===== src/rtl/idle_pkg.sv =====
package idle_pkg;

    localparam int unsigned CODE_W = 3;

    typedef enum logic [CODE_W-1:0] {
        PS_C0  = 3'd0,
        PS_C1  = 3'd1,
        PS_C1E = 3'd2,
        PS_C2  = 3'd3,
        PS_C3  = 3'd4,
        PS_C6  = 3'd5
    } pstate_e;

    typedef enum logic [1:0] {
        MD_RUN,
        MD_RESTORE,
        MD_HOLD
    } mode_e;

    typedef enum logic [1:0] {
        BK_NONE,
        BK_CORE_LIVE,
        BK_CORE_MASKED,
        BK_MEM
    } brk_kind_e;

    // Out-of-range codes fold to the deepest supported state.
    function automatic pstate_e clamp_code(logic [CODE_W-1:0] raw);
        return (raw > 3'd5) ? PS_C6 : pstate_e'(raw);
    endfunction

    function automatic pstate_e shallower(pstate_e a, pstate_e b);
        return (a < b) ? a : b;
    endfunction

    // Independent states never need permission, so the cap is at least C1E.
    function automatic pstate_e permit_cap(logic [CODE_W-1:0] raw);
        pstate_e s;
        s = clamp_code(raw);
        return (s < PS_C1E) ? PS_C1E : s;
    endfunction

endpackage


===== src/rtl/idle_min_tree.sv =====
module idle_min_tree
    import idle_pkg::*;
#(
    parameter int unsigned N_CORES = 4
) (
    input  logic [N_CORES*CODE_W-1:0] codes,
    output pstate_e                   shallowest
);
    pstate_e chain [N_CORES];

    generate
        for (genvar i = 0; i < N_CORES; i++) begin : g_fold
            if (i == 0) begin : g_first
                assign chain[i] = clamp_code(codes[CODE_W-1:0]);
            end else begin : g_next
                assign chain[i] = shallower(chain[i-1],
                                            clamp_code(codes[i*CODE_W +: CODE_W]));
            end
        end
    endgenerate

    assign shallowest = chain[N_CORES-1];
endmodule


===== src/rtl/idle_break_arb.sv =====
module idle_break_arb
    import idle_pkg::*;
#(
    parameter int unsigned N_CORES = 4,
    parameter int unsigned IDW     = 2
) (
    input  logic               accept,
    input  logic               cbrk_valid,
    input  logic [IDW-1:0]     cbrk_core,
    input  logic               cbrk_masked,
    input  logic               mbrk_valid,
    input  logic               hold_req,
    output brk_kind_e          kind,
    output mode_e              next_mode,
    output logic [N_CORES-1:0] wake_onehot
);
    always_comb begin
        kind      = BK_NONE;
        next_mode = MD_RUN;
        if (accept) begin
            if (cbrk_valid) begin
                kind      = cbrk_masked ? BK_CORE_MASKED : BK_CORE_LIVE;
                next_mode = cbrk_masked ? MD_RESTORE : MD_RUN;
            end else if (mbrk_valid) begin
                kind      = BK_MEM;
                next_mode = hold_req ? MD_HOLD : MD_RESTORE;
            end
        end
    end

    generate
        for (genvar k = 0; k < N_CORES; k++) begin : g_dec
            assign wake_onehot[k] = (kind == BK_CORE_LIVE || kind == BK_CORE_MASKED)
                                    && (cbrk_core == IDW'(k));
        end
    endgenerate
endmodule


===== src/rtl/idle_pkg_resolver.sv =====
module idle_pkg_resolver
    import idle_pkg::*;
#(
    parameter int unsigned N_CORES = 4,
    localparam int unsigned IDW    = (N_CORES > 1) ? $clog2(N_CORES) : 1
) (
    input  logic                      clk,
    input  logic                      rst,
    input  logic [N_CORES*CODE_W-1:0] core_codes,
    input  logic [CODE_W-1:0]         plat_limit,
    input  logic                      plat_hold,
    input  logic                      cbrk_valid,
    input  logic [IDW-1:0]            cbrk_core,
    input  logic                      cbrk_masked,
    input  logic                      mbrk_valid,
    output logic [CODE_W-1:0]         pkg_code,
    output logic [N_CORES-1:0]        wake_vec,
    output logic                      svc_grant
);
    pstate_e            floor_st;
    pstate_e            cap_st;
    pstate_e            target_st;
    pstate_e            pkg_q;
    pstate_e            prev_q;
    mode_e              mode_q;
    mode_e              brk_mode;
    brk_kind_e          kind;
    logic               accept;
    logic [N_CORES-1:0] wake_d;
    logic [N_CORES-1:0] wake_q;
    logic               grant_q;

    idle_min_tree #(.N_CORES(N_CORES)) min_i (
        .codes      (core_codes),
        .shallowest (floor_st)
    );

    assign cap_st    = permit_cap(plat_limit);
    assign target_st = shallower(floor_st, cap_st);
    assign accept    = (mode_q == MD_RUN) && (pkg_q != PS_C0);

    idle_break_arb #(.N_CORES(N_CORES), .IDW(IDW)) arb_i (
        .accept      (accept),
        .cbrk_valid  (cbrk_valid),
        .cbrk_core   (cbrk_core),
        .cbrk_masked (cbrk_masked),
        .mbrk_valid  (mbrk_valid),
        .hold_req    (plat_hold),
        .kind        (kind),
        .next_mode   (brk_mode),
        .wake_onehot (wake_d)
    );

    always_ff @(posedge clk) begin
        if (rst) begin
            pkg_q   <= PS_C0;
            prev_q  <= PS_C0;
            mode_q  <= MD_RUN;
            wake_q  <= '0;
            grant_q <= 1'b0;
        end else begin
            wake_q  <= '0;
            grant_q <= 1'b0;
            unique case (mode_q)
                MD_RUN: begin
                    if (kind == BK_NONE) begin
                        pkg_q <= target_st;
                    end else begin
                        prev_q  <= pkg_q;
                        pkg_q   <= PS_C0;
                        mode_q  <= brk_mode;
                        wake_q  <= wake_d;
                        grant_q <= (kind == BK_MEM);
                    end
                end
                MD_RESTORE: begin
                    pkg_q  <= prev_q;
                    mode_q <= MD_RUN;
                end
                MD_HOLD: begin
                    if (!plat_hold) begin
                        pkg_q  <= prev_q;
                        mode_q <= MD_RUN;
                    end
                end
                default: mode_q <= MD_RUN;
            endcase
        end
    end

    assign pkg_code  = pkg_q;
    assign wake_vec  = wake_q;
    assign svc_grant = grant_q;

    // a resolved state never lies deeper than the shallowest core.
    a_r1_not_deeper: assert property (@(posedge clk) disable iff (rst)
        (mode_q == MD_RUN && kind == BK_NONE) |=> (pkg_q <= $past(floor_st)));

    // coordinated states stay within the platform limit.
    a_r3_within_cap: assert property (@(posedge clk) disable iff (rst)
        (mode_q == MD_RUN && kind == BK_NONE) |=>
            (pkg_q <= PS_C1E || pkg_q <= $past(clamp_code(plat_limit))));

    // at most one core woken per cycle.
    a_r5_wake_onehot: assert property (@(posedge clk) disable iff (rst)
        $onehot0(wake_q));

    // wake and grant appear only with the package active.
    a_r10_pulse_in_c0: assert property (@(posedge clk) disable iff (rst)
        (wake_q != '0 || grant_q) |-> (pkg_q == PS_C0));

    // restore phase reloads the saved state.
    a_r6_restore_prev: assert property (@(posedge clk) disable iff (rst)
        (mode_q == MD_RESTORE) |=> (pkg_q == $past(prev_q)));

    // hold keeps the package active.
    a_r8_hold_c0: assert property (@(posedge clk) disable iff (rst)
        (mode_q == MD_HOLD && plat_hold) |=> (pkg_q == PS_C0));

    // one break per cycle, so wake and grant never coincide.
    a_r9_exclusive: assert property (@(posedge clk) disable iff (rst)
        !(grant_q && wake_q != '0));
endmodule


===== config.mk =====
export PLATFORM = sky130hd
export DESIGN_NAME = idle_pkg_resolver
export DESIGN_NICKNAME = d
export VERILOG_FILES = /design/src/rtl/idle_pkg.sv /design/src/rtl/idle_min_tree.sv /design/src/rtl/idle_break_arb.sv /design/src/rtl/idle_pkg_resolver.sv
export SDC_FILE = /design/constraint.sdc
export NUM_CORES = 1
export LEC_CHECK = 0
export BUFFER_PORTS_ARGS = -buffer_cell sky130_fd_sc_hd__buf_4
export CORE_UTILIZATION = 56
export CTS_CLUSTER_SIZE = 20
export DETAILED_ROUTE_END_ITERATION = 7
export PLACE_DENSITY = 0.84
export SYNTH_ARGS = -nofsm -noshare
export SYNTH_HDL_FRONTEND = slang
export SYNTH_SLANG_ARGS = --single-unit

===== constraint.sdc =====
create_clock -name clk -period 13.4 [get_ports clk]
set_clock_uncertainty 0.1 [all_clocks]
set_input_delay 3.35 -clock clk [delete_from_list [all_inputs] [get_ports clk]]
set_output_delay 3.35 -clock clk [all_outputs]
set_load 0.01 [all_outputs]

==> results of run 1 <==
## metal layers
| metal | share of wire, % | vias up | GRT usage (%) | wire length [µm] |
|---|---|---|---|---|
| li1 | - | 548 | - | - |
| met1 | 43 | 480 | 23.9 | 980 |
| met2 | 53 | 23 | 41.1 | 1210 |
| met3 | 2.9 | 3 | 2.26 | 65 |
| met4 | 0.97 | 0 | 6.86 | 22 |
| met5 | 0 | - | 0 | 0 |
## per-stage QoR
stage                     power, mW  instances  hold slack (ns)  setup slack, ns
after floorplan               0.100        137            0.349             5.79
after global placement        0.118        189            0.373             5.46
after detailed placement      0.120        189            0.379             5.33
after CTS                     0.145        193            0.390             5.60
after global routing          0.156        193            0.417             5.29
final                         0.144        193            0.385             5.59
## cells in the final DEF (no fill, tap or decap), types with 3 or more instances in the layout
cell and instances:
buf_4 30, ha_1 15, nor2_1 14, inv_1 13, dfxtp_1 13, nand2_1 10
a21oi_1 10, nand2b_1 4, o21ai_0 4, mux2i_1 4, a21o_1 3, nor3_1 3
a31oi_1 3, o21bai_1 3, clkbuf_4 3
## critical path, stage by stage
cell	delay (ns)
buf_4	0.11
and2b_2	0.22
ha_1	0.31
nand2b_1	0.09
a21oi_2	0.05
o311a_4	0.32
or2_2	0.28
ha_1	0.28
nor2_1	0.04
o21ba_2	0.20
a311o_2	0.33
o31ai_4	0.07
inv_1	0.07
ha_1	0.28
o21a_1	0.16
nor2_1	0.17
a31oi_1	0.08
mux2i_1	0.24
ha_1	0.20
a21oi_1	0.12
and3_1	0.21
o2bb2ai_1	0.16
a211o_1	0.31
o2111ai_1	0.10
a31oi_1	0.10
## worst max-delay path by stage
stage	start	end
6_report	core_codes[2]	pkg_code[1]$_SDFFE_PP0P_
5_1_grt	core_codes[2]	pkg_code[1]$_SDFFE_PP0P_
4_1_cts	core_codes[2]	pkg_code[1]$_SDFFE_PP0P_
3_5_place_dp	core_codes[2]	pkg_code[1]$_SDFFE_PP0P_
3_3_place_gp	core_codes[2]	pkg_code[1]$_SDFFE_PP0P_
2_1_floorplan	core_codes[2]	pkg_code[1]$_SDFFE_PP0P_
## power by group
group          leakage [nW]  internal (mW)  switching, mW  total, mW
Clock                0.0150         0.0116         0.0127     0.0243
Sequential            0.105         0.0432        0.00388     0.0471
Combinational         0.564         0.0354         0.0375     0.0729
## final cells by class
class	count	share of cell area [%]
clock buffer	4	1.86
inverter	13	3.45
multi-input combinational	106	58.0
sequential	13	18.4
tap	27	2.39
timing repair buffer	30	15.9
## cell families (layout without fill, tap and decap cells)
| family | after synthesis | in the layout | synth area share (%) |
|---|---|---|---|
| AOI/OAI and AO/OA | 42 | 42 | 30.0 |
| buffers and inverters | 18 | 47 | 6.50 |
| and+or+nand+nor | 44 | 44 | 20.4 |
| DFF | 13 | 13 | 22.5 |
| muxes | 4 | 4 | 3.47 |
| adders and majority gates | 16 | 16 | 17.1 |
## synthesized netlist by cell type (2+ instances only)
cell | instances | area (µm²)
ha_1 | 15 | 188
o21a_1 | 2 | 15.0
nand2b_1 | 4 | 25.0
nor3_1 | 3 | 15.0
inv_1 | 13 | 48.8
mux2i_1 | 4 | 40.0
and2_1 | 2 | 12.5
clkbuf_1 | 4 | 15.0
o21ai_0 | 4 | 20.0
a21o_1 | 3 | 22.5
and2b_2 | 2 | 17.5
o21bai_1 | 3 | 22.5
o31ai_4 | 2 | 42.5
nor3b_1 | 2 | 15.0
nand2_1 | 10 | 37.5
a22o_1 | 2 | 17.5
and3_1 | 2 | 12.5
a21oi_1 | 10 | 50.1
nor2_1 | 14 | 52.6
a31oi_1 | 3 | 18.8
dfxtp_1 | 13 | 260
## state kept, by name, indices dropped and copies added (netlist names)
signal / cells
wake_vec: 4
pkg_code: 3
prev_q: 3
mode_q: 2
svc_grant: 1
==> results.cfg, run 1 <==
[timing]
setup_violations = 0
relSlewSlack_pct = 65.9
fin_setup_tns_ns = 0
finalCritPeriodShare_pct = 58.3
fin_crit_ns = 7.81
worstMarginPinSlew_ns = 0.508
clock.fmax_mhz = 128
hold_viol = 0
rsz0062_at_grt = false
drv_slew = 0

[synth]
synthCells = 137
synth_nets = 175
syn_area_per_cell_um2 = 8.43
synth.distinct_cells = 41
ys_seq_area_share_pct = 22.5
synth_edf_count = 0
synthFlopType = dfxtp_1
synth_warnings = 0
netlist_area_um2 = 1150
async_flop_share_pct = 0
yosys_register_bits = 13

[layout]
regArea_um2 = 260
multi_input_area_um2 = 820
drive_gt1_share_pct = 27.7
fin_util_pct = 72.8
nNetsFinal = 205
num_antenna_cells = 0
fill_cells = 159
syn_to_final_growth_pct = 22.4
fin_area_um2 = 1410

[detailed_routing]
vias = 1054
first_pass_iters = 6
via_per_inst = 5.46
drt_iter0_drc = 21
routed_wl_um = 2280
antenna_left = 0
drc_errors = 1
avgRoutedWirePerCell_um = 11.8

[worst_setup_path]
critPathArrivalTime_ns = 7.86
r2r_slack_ns = 11.22
r2r_start = pkg_code[1]$_SDFFE_PP0P_
r2r-end = wake_vec[3]$_SDFF_PP0_
rr_worst_depth = 7
worstSetupEndpointType = flip-flop
crit_required_ns = 13.45
path_class = input pin to flip-flop
start_kind = input pin
path_max_fanout = 5

[die]
die_area_um2 = 2250
ios = 31
start_util_pct = 59.5
die_w_um = 47.4
dieHeight_um = 47.4
core_area_um2 = 1940
num_rows = 16

[placement]
gp_congestion = 0.809
io_buffers = 30
placed_area_um2 = 1390
place_hpwl_um = 1930

[hold_path]
holdCritPathClass = flip-flop to flip-flop
hold_start = prev_q[1]$_SDFFE_PP0P_
hold_depth = 2
min_to = pkg_code[1]$_SDFFE_PP0P_

[clocking]
post_cts_buffers = 0
tritoncts = done
cts_resized = 0
cts-buffers-inserted = 3
clk_pin_slew_worst_paths_ns = 0.08
cts_root_buffer = clkbuf_4
clk_latency_ns = 0.28
postCtsHoldBufs = 0
h-tree-depth = 1
clock_path_buffers = 2
cts_sinks = 13

[power_and_ir_drop]
vdd_drop_max_v = 0.0000640
leakagePower_nw = 0.685
p_per_area_nw_per_um2 = 102

[global_routing]
grt-ovfl-total = 0
grt_max_degree = 10
grt_pass1_wl_um = 3460
grt_usage_pct = 21.3
first_global_vias = 895
antenna_found_initial = 0

[outcome]
status = finished with violations
violations = design-rule violations

[run]
drv_cap = 0
(Power assumes the default switching activity.)
==> run 2: changes to the inputs <==
--- a/config.mk
+++ b/config.mk
@@ -6,10 +6,10 @@
 export NUM_CORES = 1
 export LEC_CHECK = 0
 export BUFFER_PORTS_ARGS = -buffer_cell sky130_fd_sc_hd__buf_4
-export CORE_UTILIZATION = 56
+export CORE_UTILIZATION = 47
 export CTS_CLUSTER_SIZE = 20
 export DETAILED_ROUTE_END_ITERATION = 7
-export PLACE_DENSITY = 0.84
+export PLACE_DENSITY = 0.75
 export SYNTH_ARGS = -nofsm -noshare
 export SYNTH_HDL_FRONTEND = slang
 export SYNTH_SLANG_ARGS = --single-unit
==> constraint.sdc (replaced) <==
create_clock -name clk -period 6.85 [get_ports clk]
set_clock_uncertainty 0.1 [all_clocks]
set_input_delay 1.7125 -clock clk [delete_from_list [all_inputs] [get_ports clk]]
set_output_delay 1.7125 -clock clk [all_outputs]
set_load 0.01 [all_outputs]
==> run 2 against run 1 <==
- the flow now finishes without violations
- register-to-register slack got worse by 6.5 ns
- largest power group unchanged
- global-route usage decreased by 0.47 points
- critical path type unchanged
- power increased by 98%
- utilization decreased by 10 points
- cell count increased by 0.52%
- critical endpoint unchanged
- clock power increased by 110%
- combinational power increased by 98%
- design area increased by 0.18%
- largest cell class unchanged
- count of clock-buffer cells in the layout decreased by 1
- sequential share of layout area about the same
- die area increased by 18%
- wire length increased by 6.7%
==> results.cfg, run 2 (same netlist as run 1, synthesis figures left out) <==
[run]
drv_cap = 0

[layout]
drive_gt1_share_pct = 28.3
final_cell_mix = buf_4, ha_1, nor2_1
num_antenna_cells = 0
fin_area_um2 = 1420
syn_to_final_growth_pct = 22.6
fin_cells = 194
nNetsFinal = 205
final_common_cell = buf_4
largest_register_ffs = 4

[detailed_routing]
vias = 1057
antenna_left = 0
first_pass_iters = 4
routed_wl_um = 2430
drc_errors = 0
avgRoutedWirePerCell_um = 12.5
drt_iter0_drc = 13
via_per_inst = 5.45

[global_routing]
grt_pass1_wl_um = 4210
grt_usage_pct = 20.8
antenna_found_initial = 0
grt_max_degree = 10
grt-ovfl-total = 0
first_global_vias = 1055

[timing]
clock.fmax_mhz = 163
finalCritPeriodShare_pct = 89.8
relSlewSlack_pct = 66.8
fin_setup_tns_ns = 0
setup_violations = 0
drv_slew = 0
hold_viol = 0
fin_crit_ns = 6.15
rsz0062_at_grt = false
holdWs_ns = 0.388
worstMarginPinSlew_ns = 0.493

[clocking]
clk_latency_ns = 0.29
clock_path_buffers = 2
cts-buffers-inserted = 3
postCtsHoldBufs = 0
cts_root_buffer = clkbuf_4
h-tree-depth = 1
cts_resized = 0
clk_pin_slew_worst_paths_ns = 0.09
tritoncts = done
cts_sinks = 13
post_cts_buffers = 0

[power_and_ir_drop]
p_total_mw = 0.286
vdd_drop_max_v = 0.000146
p_per_area_nw_per_um2 = 202
leakagePower_nw = 0.688

[die]
num_rows = 17
die_area_um2 = 2660
ios = 31
die_w_um = 51.6
dieHeight_um = 51.6
core_area_um2 = 2250
start_util_pct = 51.2

[worst_setup_path]
r2r_start = pkg_code[0]$_SDFFE_PP0P_
r2r_slack_ns = 4.72
start_kind = input pin
r2r-end = wake_vec[3]$_SDFF_PP0_
rr_worst_depth = 7
critPathArrivalTime_ns = 6.21
path_class = input pin to flip-flop
worstSetupEndpointType = flip-flop
crit_required_ns = 6.91
path_max_fanout = 5

[hold_path]
holdCritPathClass = flip-flop to flip-flop
min_to = pkg_code[1]$_SDFFE_PP0P_
hold_start = prev_q[1]$_SDFFE_PP0P_
hold_depth = 2

[placement]
io_buffers = 30
placed_area_um2 = 1390
dp.cells = 190
place_hpwl_um = 2050
gp_congestion = 0.848

[outcome]
status = finished clean
run 2: how the worst max path moves through the flow:
stage	startpoint	end	slack [ns]
after CTS	core_codes[2]	pkg_code[1]$_SDFFE_PP0P_	0.69
after global placement	core_codes[2]	pkg_code[1]$_SDFFE_PP0P_	0.52
after global routing	core_codes[2]	pkg_code[1]$_SDFFE_PP0P_	0.37
final	core_codes[2]	pkg_code[1]$_SDFFE_PP0P_	0.70
after floorplan	core_codes[2]	pkg_code[1]$_SDFFE_PP0P_	0.88
after detailed placement	core_codes[2]	pkg_code[1]$_SDFFE_PP0P_	0.40
run 2: critical path, stage by stage:
cell and delay [ns]:
buf_4 0.11, and2b_2 0.22, ha_1 0.30, nand2b_1 0.10, a21oi_2 0.05, o311a_4 0.32, or2_2 0.28, ha_1 0.28
nor2_1 0.04, o21ba_2 0.20, a311o_2 0.34, o31ai_4 0.07, inv_1 0.07, ha_1 0.28, o21a_1 0.10, nor2_1 0.05
a31oi_1 0.20, mux2i_1 0.27, ha_1 0.21, a21oi_1 0.11, and3_1 0.20, o2bb2ai_1 0.16, a211o_1 0.30, o2111ai_1 0.11
a31oi_1 0.11
run 2: where the power goes:
| part | internal, mW | total (mW) | switching (mW) |
|---|---|---|---|
| registers | 0.0845 | 0.0918 | 0.00735 |
| clock network | 0.0217 | 0.0504 | 0.0286 |
| logic | 0.0695 | 0.144 | 0.0744 |
run 2: cell type report:
class / count / area, µm²
clock inverters: 1 / 5.00
well taps: 28 / 35.0
repair buffers: 30 / 225
multi-input cells: 106 / 820
clock buffers: 3 / 22.5
inverters: 13 / 48.8
fillers: 216 / 838
flip-flops and latches: 13 / 260
run 2: metal layers:
layer,vias to the layer above,share of wire [%],GRT usage (%)
met5,-,0,0
met4,0,1.2,9.01
met3,5,3.2,5.26
met2,21,54,38.1
met1,486,42,22.2
li1,545,-,-
run 2: stage by stage:
step	util (%)	setup WS, ns
floorplan	-	0.880
global placement	61.6	0.519
detailed placement	61.6	0.403
CTS	62.8	0.694
global route	62.8	0.369
finish	62.8	0.697
==> run 3: changes to the inputs <==
--- a/config.mk
+++ b/config.mk
@@ -6,10 +6,10 @@
 export NUM_CORES = 1
 export LEC_CHECK = 0
 export BUFFER_PORTS_ARGS = -buffer_cell sky130_fd_sc_hd__buf_4
-export CORE_UTILIZATION = 47
+export CORE_UTILIZATION = 56
 export CTS_CLUSTER_SIZE = 20
 export DETAILED_ROUTE_END_ITERATION = 7
-export PLACE_DENSITY = 0.75
+export PLACE_DENSITY = 0.84
 export SYNTH_ARGS = -nofsm -noshare
 export SYNTH_HDL_FRONTEND = slang
 export SYNTH_SLANG_ARGS = --single-unit
==> constraint.sdc (replaced) <==
create_clock -name clk -period 7.54 [get_ports clk]
set_clock_uncertainty 0.1 [all_clocks]
set_input_delay 1.885 -clock clk [delete_from_list [all_inputs] [get_ports clk]]
set_output_delay 1.885 -clock clk [all_outputs]
set_load 0.01 [all_outputs]
==> run 3 against run 2 <==
- critical endpoint unchanged
- non-clock buffer count is the same
- register-to-register slack gained 0.64 ns
- cell count shrank 0.52%
- hold slack lost 0.021 ns
- via count shrank 0.66%
- critical path type unchanged
- highest routed layer unchanged
- wire length shrank 9.1%
- count of clock-buffer cells in the layout grew 1
==> results.cfg, run 3 (same netlist as run 1, synthesis figures left out) <==
[worst_setup_path]
cp.buffers_inverters = 2
path_common_cell = ha_1
crit_slowest_cell = a311o_2
cp_top_family = compound AO/OA/AOI/OAI gates
r2r-end = wake_vec[3]$_SDFF_PP0_
crit_required_ns = 7.59
critical_path_depth = 25
slowest_delay_ns = 0.33
start_kind = input pin
setup.worst_path.end = pkg_code[1]$_SDFFE_PP0P_
critPathArrivalTime_ns = 6.28
path_class = input pin to flip-flop
path_max_fanout = 5
worstSetupEndpointType = flip-flop
r2r_start = pkg_code[0]$_SDFFE_PP0P_
critPathLaunch = core_codes[2]
rr_worst_depth = 7
r2r_slack_ns = 5.36

[power_and_ir_drop]
p_per_area_nw_per_um2 = 180
leakagePower_nw = 0.685
p_sw_mw = 0.0945
netSwitchingFraction_pct = 37.1
seq_power_share_pct = 32.8
combPwrFrac_pct = 50.5
vdd_drop_max_v = 0.000105
pwr-share-clk_pct = 16.8
p_int_mw = 0.160

[clocking]
postCtsHoldBufs = 0
post_cts_buffers = 0
cts_root_buffer = clkbuf_4
cts-buffers-inserted = 3
h-tree-depth = 1
cts_resized = 0
tritoncts = done
cts_sinks = 13
clock_path_buffers = 2
clk_latency_ns = 0.28
clk_pin_slew_worst_paths_ns = 0.08

[global_routing]
grt-ovfl-total = 0
grt_max_degree = 10
grt_usage_pct = 20.5
antenna_found_initial = 0
grt_pass1_wl_um = 3240
first_global_vias = 878

[timing]
fin_setup_tns_ns = 0
hold_viol = 0
drv_slew = 0
rsz0062_at_grt = false
fin_crit_ns = 6.23
relSlewSlack_pct = 67.2
setup_violations = 0
finalCritPeriodShare_pct = 82.6
worstMarginPinSlew_ns = 0.488
clock.fmax_mhz = 161
holdWs_ns = 0.367

[layout]
drive_gt1_share_pct = 27.7
final_cell_mix = buf_4, ha_1, nor2_1
fin_util_pct = 72.8
syn_to_final_growth_pct = 22.4
fin_area_um2 = 1410
num_antenna_cells = 0
fill_cells = 167
nNetsFinal = 205
final_common_cell = buf_4
largest_register_ffs = 4

[detailed_routing]
avgRoutedWirePerCell_um = 11.4
first_pass_iters = 5
antenna_left = 0
routed_wl_um = 2210
via_per_inst = 5.44
drt_iter0_drc = 22
drc_errors = 0
vias = 1050

[die]
num_rows = 16
core_area_um2 = 1940
start_util_pct = 59.5
die_w_um = 47.4
die_area_um2 = 2250
dieHeight_um = 47.4
ios = 31

[placement]
gp_congestion = 0.816
io_buffers = 30
place_hpwl_um = 1900
placed_area_um2 = 1390

[run]
drv_cap = 0

[outcome]
status = finished clean

[hold_path]
holdCritPathClass = flip-flop to flip-flop
run 3: cell count changes in the layout (fill, tap and decap cells not counted):
cell | before | now
clkbuf_1 | 0 | 1
clkinv_2 | 1 | 0
run 3: per-layer routing:
| metal | GRT usage (%) | wire length (µm) | part of all wire [%] | vias up |
|---|---|---|---|---|
| li1 | - | - | - | 543 |
| met4 | 5.14 | 21 | 0.95 | 0 |
| met5 | 0 | 0 | 0 | - |
| met1 | 19.2 | 896 | 41 | 474 |
| met3 | 5.66 | 77 | 3.5 | 4 |
| met2 | 42.5 | 1210 | 55 | 29 |
run 3: cell type report:
cell class / instances / area (µm²) / share of cell area, %
Sequential cell: 13 / 260 / 18.4
Clock buffer: 4 / 26.3 / 1.86
Tap cell: 27 / 33.8 / 2.39
Inverter: 13 / 48.8 / 3.45
Multi-Input combinational cell: 106 / 820 / 58.0
Timing Repair Buffer: 30 / 225 / 15.9
run 3: worst min-delay path by stage:
stage | start | to | cells past startpoint
finish | prev_q[1]$_SDFFE_PP0P_ | pkg_code[1]$_SDFFE_PP0P_ | 2
global placement | prev_q[1]$_SDFFE_PP0P_ | pkg_code[1]$_SDFFE_PP0P_ | 2
detailed placement | prev_q[1]$_SDFFE_PP0P_ | pkg_code[1]$_SDFFE_PP0P_ | 2
CTS | prev_q[1]$_SDFFE_PP0P_ | pkg_code[1]$_SDFFE_PP0P_ | 2
floorplan | prev_q[1]$_SDFFE_PP0P_ | pkg_code[1]$_SDFFE_PP0P_ | 2
global route | prev_q[1]$_SDFFE_PP0P_ | pkg_code[1]$_SDFFE_PP0P_ | 2
run 3: metrics by stage:
| step | instances | setup slack (ns) | power (mW) |
|---|---|---|---|
| CTS | 193 | 1.32 | 0.257 |
| global placement | 189 | 1.11 | 0.209 |
| detailed placement | 189 | 1.02 | 0.214 |
| global route | 193 | 1.08 | 0.277 |
| finish | 193 | 1.31 | 0.255 |
| floorplan | 137 | 1.40 | 0.178 |
run 3: power groups by stage:
stage                     combinational (mW)  sequential (mW)  clock [mW]
after global placement                 0.124           0.0848           0
final                                  0.129           0.0834      0.0427
after global routing                   0.144           0.0849      0.0481
after CTS                              0.129           0.0835      0.0445
after floorplan                       0.0926           0.0858           0
after detailed placement               0.128           0.0851           0
run 3: tightest hold or removal path: stages, from the launching register on:
cell and delay [ns]:
dfxtp_1 0.31, nand2_1 0.05, a31oi_1 0.07
